==> src/rtl/ifu_pkg.sv <==
package ifu_pkg;

    localparam int unsigned XLEN  = 32;
    localparam int unsigned STEP  = 4;
    localparam int unsigned SCALE = 2;

    typedef logic [XLEN-1:0] word_t;

    typedef struct packed {
        word_t pc;
    } ifu_state_t;

endpackage

==> src/rtl/ifu_incr.sv <==
module ifu_incr
    import ifu_pkg::*;
(
    input  word_t cur_addr,
    output word_t seq_addr
);

    localparam word_t STEP_W = word_t'(STEP);

    always_comb begin
        seq_addr = cur_addr + STEP_W;
    end

endmodule

==> src/rtl/ifu_target.sv <==
module ifu_target
    import ifu_pkg::*;
#(
    parameter int unsigned OFF_W = 16
) (
    input  word_t            base_addr,
    input  logic [OFF_W-1:0] off,
    output word_t            tgt_addr
);

    localparam int unsigned EXT_W = XLEN - OFF_W - SCALE;

    word_t disp;

    // sign-extend the offset, then scale it from words to bytes
    generate
        if (EXT_W > 0) begin : g_ext
            always_comb disp = {{EXT_W{off[OFF_W-1]}}, off, {SCALE{1'b0}}};
        end else begin : g_trunc
            always_comb disp = word_t'({off, {SCALE{1'b0}}});
        end
    endgenerate

    always_comb begin
        tgt_addr = base_addr + disp;
    end

endmodule

==> src/rtl/ifu_nextsel.sv <==
module ifu_nextsel
    import ifu_pkg::*;
(
    input  logic  br_en,
    input  logic  regs_eq,
    input  word_t seq_addr,
    input  word_t tgt_addr,
    output logic  sel_seq,
    output word_t next_addr
);

    logic taken_d;

    always_comb begin
        taken_d   = br_en & regs_eq;
        sel_seq   = ~taken_d;           // inverted: 0 selects the target
        next_addr = sel_seq ? seq_addr : tgt_addr;
    end

endmodule

==> src/rtl/ifu_imem.sv <==
module ifu_imem
    import ifu_pkg::*;
#(
    parameter int unsigned IDX_W = 6
) (
    input  logic             clk,
    input  logic             rst,
    input  logic             wr_en,
    input  logic [IDX_W-1:0] wr_idx,
    input  word_t            wr_word,
    input  logic [IDX_W-1:0] rd_idx,
    output word_t            rd_word
);

    localparam int unsigned DEPTH = 1 << IDX_W;

    word_t mem_q [DEPTH];
    word_t mem_d [DEPTH];

    always_comb begin
        for (int i = 0; i < DEPTH; i++) begin
            mem_d[i] = mem_q[i];
        end
        if (wr_en) begin
            mem_d[wr_idx] = wr_word;
        end
    end

    always_ff @(posedge clk) begin
        for (int i = 0; i < DEPTH; i++) begin
            mem_q[i] <= mem_d[i];
        end
    end

    always_comb begin
        rd_word = mem_q[rd_idx];
    end

    assert_load_visible_R8: assert property (@(posedge clk) disable iff (rst)
        wr_en |=> (mem_q[$past(wr_idx)] == $past(wr_word)));

endmodule

==> src/rtl/ifetch_unit.sv <==
module ifetch_unit
    import ifu_pkg::*;
#(
    parameter int unsigned IDX_W    = 6,
    parameter int unsigned OFF_W    = 16,
    parameter logic [31:0] RESET_PC = 32'h0000_0000
) (
    input  logic             clk,
    input  logic             rst,
    input  logic             ld_we,
    input  logic [IDX_W-1:0] ld_idx,
    input  logic [31:0]      ld_word,
    input  logic             br_en,
    input  logic             regs_eq,
    input  logic [OFF_W-1:0] br_off,
    output logic [31:0]      pc,
    output logic [31:0]      pc_plus4,
    output logic [31:0]      instr,
    output logic             sel_seq
);

    localparam int unsigned EXT_W = XLEN - OFF_W - SCALE;

    ifu_state_t st_d, st_q;
    word_t      seq_addr, tgt_addr, next_addr;

    ifu_incr u_incr (
        .cur_addr (st_q.pc),
        .seq_addr (seq_addr)
    );

    ifu_target #(.OFF_W(OFF_W)) u_target (
        .base_addr (seq_addr),
        .off       (br_off),
        .tgt_addr  (tgt_addr)
    );

    ifu_nextsel u_sel (
        .br_en     (br_en),
        .regs_eq   (regs_eq),
        .seq_addr  (seq_addr),
        .tgt_addr  (tgt_addr),
        .sel_seq   (sel_seq),
        .next_addr (next_addr)
    );

    ifu_imem #(.IDX_W(IDX_W)) u_imem (
        .clk     (clk),
        .rst     (rst),
        .wr_en   (ld_we),
        .wr_idx  (ld_idx),
        .wr_word (ld_word),
        .rd_idx  (st_q.pc[IDX_W+1:2]),
        .rd_word (instr)
    );

    always_comb begin
        st_d = st_q;
        if (rst) begin
            st_d.pc = RESET_PC;
        end else begin
            st_d.pc = next_addr;
        end
    end

    always_ff @(posedge clk) begin
        st_q <= st_d;
    end

    always_comb begin
        pc       = st_q.pc;
        pc_plus4 = seq_addr;
    end

    // ---------------- assertions ----------------
    assert_reset_pc_R1: assert property (@(posedge clk)
        rst |=> (pc == RESET_PC));

    assert_incr_R3: assert property (@(posedge clk) disable iff (rst)
        pc_plus4 == pc + 32'd4);

    assert_no_branch_R4: assert property (@(posedge clk) disable iff (rst)
        !br_en |=> (pc == $past(pc) + 32'd4));

    assert_taken_R5: assert property (@(posedge clk) disable iff (rst)
        (br_en && regs_eq) |=>
            (pc == $past(pc) + 32'd4 + {{EXT_W{$past(br_off[OFF_W-1])}}, $past(br_off), 2'b00}));

    assert_not_taken_R6: assert property (@(posedge clk) disable iff (rst)
        (br_en && !regs_eq) |=> (pc == $past(pc_plus4)));

    assert_sel_polarity_R5: assert property (@(posedge clk) disable iff (rst)
        (pc_plus4 != tgt_addr) |-> (sel_seq == (pc_plus4 == next_addr)));

    assert_aligned_R2: assert property (@(posedge clk) disable iff (rst)
        pc[1:0] == 2'b00);

endmodule

==> config.mk <==
export PLATFORM = sky130hd
export DESIGN_NAME = ifetch_unit
export DESIGN_NICKNAME = d
export VERILOG_FILES = /design/src/rtl/ifu_pkg.sv /design/src/rtl/ifu_incr.sv /design/src/rtl/ifu_target.sv /design/src/rtl/ifu_nextsel.sv /design/src/rtl/ifu_imem.sv /design/src/rtl/ifetch_unit.sv
export SDC_FILE = /design/constraint.sdc
export NUM_CORES = 2
export LEC_CHECK = 0
export BUFFER_PORTS_ARGS = -buffer_cell sky130_fd_sc_hd__buf_2
export CORE_MARGIN = 4
export CORE_UTILIZATION = 40
export DETAILED_ROUTE_END_ITERATION = 8
export PLACE_DENSITY = 0.55
export RECOVER_POWER = 100
export SLEW_MARGIN = 25
export SYNTH_ARGS = -nofsm -noshare
export SYNTH_HDL_FRONTEND = slang
export SYNTH_SLANG_ARGS = --single-unit
==> constraint.sdc <==
create_clock -name clk -period 8.93 [get_ports clk]
set_input_delay 0.893 -clock clk [delete_from_list [all_inputs] [get_ports clk]]
set_output_delay 0.893 -clock clk [all_outputs]
set_load 0.05 [all_outputs]
==> impl_results.md <==
* Worst setup EP type: output pin
* Final wirelength at 222000 um
* Pre-CTS setup slack at 3820 ps
* Ports at 156
* Relative slew slack at -168%
* Met3 usage at approximately 4.4%
* Die height at about 460 um
* DR vias/cell at 5.90
* Post-synth top flop: edfxtp_1
* Routed Antenna Nets at 0
* Clock-pin slew on the worst setup and hold paths at roughly 60 ps
* Grt ovf at 0
* Met2 Track Usage GR at 32.7%
* Area of the die at 209000 um^2
* CTS Hold Buffers Added at 0
* Post-synthesis sequential area ratio at 76.9%
* Peak supply drop at between 200 and 250 uV
* P_int at 16.3 mW
* Slew Viols, Final at 4238
* Rows at ~160
* Mapped Area at 80800 um^2
* First-pass GRT wire length at 307000 um
* Failing checks: capacitance limit, slew limit
* NumNets Final at 3754
* Most frequent cells in the layout: edfxtp_1 (2048), mux4_2 (672), clkbuf_1 (263)
* Total GRT Usage at 21.0%
* Clk Latency, worst-skew pair at 820 ps
* Setup WS post-layout at 1750 ps
* Switching pwr at about 5.0 mW
* Final hold slack at 521 ps
* H-tree depth at 4
* Mapped Cells at 3365
* Hold Violations, Final at 0
* Root buf cell: clkbuf_16
* Worst setup path class: reg2out
* Async S/R FF share, synth at 0%
* Largest net degree at the start of global routing at 130
* Hpwl dp at 125000 um
* Reg-to-reg critical path startpoint: pc[5]$_SDFF_PP0_
* Final setup fails at 0
* Initial antenna violation count at 33
* Initial DRC count at 4908
* Number of global-route vias before repair at 38336
* Hold Crit Class: in2reg
* Area Growth Syn to Fin at 12.7%
* Worst EP required at 8040 ps
* Least-Margin Pin Slew at ~4000 ps
* Via Count at around 38000
* Mapped Avg Cell Area at 24.0 um^2
* Busiest grt layer: met2
* Post-CTS Resized at 0
* Num CTS Buffers at a little over 200
* Filler instances at 16828
* Core outline area at 200000 um^2
* Setup_tns at 0 ps
* Commonest non-fill, non-tap cell in the layout: edfxtp_1
* Leakage at 27.2 nW
* Fmax at 0.139 GHz
* Clock Power Share at between 30% and 40%
* Synth unique cells at 60
* Clock Skews at 8.86 ps
* Arrival @ worst endpoint at 6290 ps
* Worst hold start: br_off[1]
* Initial cell density of the core at 40.3%
* Final Wtd Congestion at 0.819
* Switching Fraction at a little under a quarter
* Post-CTS Setup Bufs at 0
* Max FO, Critical Path at 110
* Sequential share of power at between 50% and 60%
* Status: finished, violations left
* Number of synthesized flops with an enable pin at 2048
* Combinational power share at between 10% and 20%
* CTS Buffer Depth at 3
* Crit path time final at 7180 ps
* Crit path from: pc[3]$_SDFF_PP0_
* Wire per inst at 34.1 um
* DRC at 0
* Max-Cap Viols at 140
* Layout cells sized above 1 at around a quarter
* PortBufs at about 150
* Die width at 457 um
* #FFs+latches synth at 2078
* PD cells at roughly 230 nW/um^2
* GR Util met1 at a little under a third
* Sink Count at 2078
* CP Launch Type: register
* Period utilization at 80.4%
* RSZ-0062 raised after global routing: no
* 1st-pass router iterations at 5
* CTS tree: built
* Yosys warning count at 0
-- registers in the layout, indices dropped and copies added (netlist names) --
name / flops
pc: 30
u_imem.mem_q: 2048
-- layer usage --
layer / vias up / part of all wire, %
met4: 6 / 2.9
li1: 15181 / -
met2: 1613 / 47
met3: 311 / 7.7
met1: 21197 / 42
met5: - / 0.016
-- cells by family (layout without fill, tap and decap cells) --
group | Yosys count | after routing | synth area share [%]
multiplexers | 672 | 672 | 18.7
flip-flops | 2078 | 2078 | 76.9
AND/OR/NAND/NOR | 231 | 231 | 1.36
adder cells (fa/ha/maj) | 37 | 37 | 0.583
XOR/XNOR | 48 | 48 | 0.521
buffers and inverters | 185 | 644 | 0.956
AO/OA/AOI/OAI | 113 | 113 | 0.945
other | 1 | 14 | 0.00464
-- stage by stage --
step / cell area (um^2) / utilization, % / power, mW / instances
floorplan: 80800 / - / 12.5 / 3368
global placement: 85400 / 42.7 / 13.3 / 6095
detailed placement: 85600 / 42.7 / 13.3 / 6100
CTS: 91900 / 45.9 / 21.5 / 6478
global route: 91000 / 45.4 / 22.0 / 6492
finish: 91000 / 45.4 / 21.3 / 6493
-- layout make-up --
cell class	instances	area (um^2)	share of cell area, %
clock buffer	276	5550	6.09
antenna	10	25.0	0.0275
sequential	2078	62100	68.2
tap	2656	3320	3.65
clock inverter	102	785	0.862
timing repair buffer	258	1250	1.37
multi-input combinational	1105	18000	19.7
inverter	8	31.3	0.0344
-- cell usage after synthesis, drive strengths merged (3+ instances only) --
| cell type | count | area [um^2] |
|---|---|---|
| edfxtp | 2048 | 61500 |
| mux4 | 672 | 15100 |
| clkbuf | 120 | 450 |
| nor2 | 96 | 360 |
| buf | 57 | 292 |
| nand2 | 44 | 168 |
| ha | 36 | 450 |
| a21oi | 30 | 165 |
| dfxtp | 30 | 601 |
| xnor2 | 29 | 254 |
| nand3 | 21 | 105 |
| nor3 | 20 | 105 |
| o21ai | 19 | 95.1 |
| xor2 | 19 | 166 |
| a211oi | 18 | 135 |
| a21o | 18 | 135 |
| inv | 8 | 30.0 |
| nand4 | 8 | 50.1 |
| and2 | 6 | 37.5 |
| or3 | 6 | 37.5 |
| a31oi | 5 | 31.3 |
| nand2b | 5 | 31.3 |
| nor2b | 5 | 31.3 |
| o21bai | 5 | 37.5 |
| a221o | 4 | 40.0 |
| and4 | 4 | 37.5 |
| o21a | 3 | 22.5 |
| or2 | 3 | 18.8 |
-- power groups by stage --
| stage | combinational, mW | clock (mW) | sequential (mW) |
|---|---|---|---|
| final | 2.19 | 8.23 | 10.9 |
| after global routing | 2.31 | 8.80 | 10.9 |
| after CTS | 2.24 | 8.39 | 10.9 |
| after detailed placement | 2.24 | 0 | 11.1 |
| after global placement | 2.23 | 0 | 11.1 |
| after floorplan | 1.47 | 0 | 11.1 |
-- final timing paths --
kind / depth (start not counted) / slack (ps) / end
hold / removal: 4 / 520 / pc[3]$_SDFF_PP0_
setup reg to reg: 11 / 2350 / pc[29]$_SDFF_PP0_
setup / recovery: 6 / 1750 / instr[19]
hold reg to reg: 3 / 680 / pc[18]$_SDFF_PP0_
-- critical path, cell delays in order (launching register included) --
cell	delay (ps)
dfxtp_1	1560
buf_12	530
clkbuf_2	1240
mux4_2	450
mux4_2	540
mux4_2	560
clkbuf_1	340
Note: power is estimated with default switching activity, not from simulation.
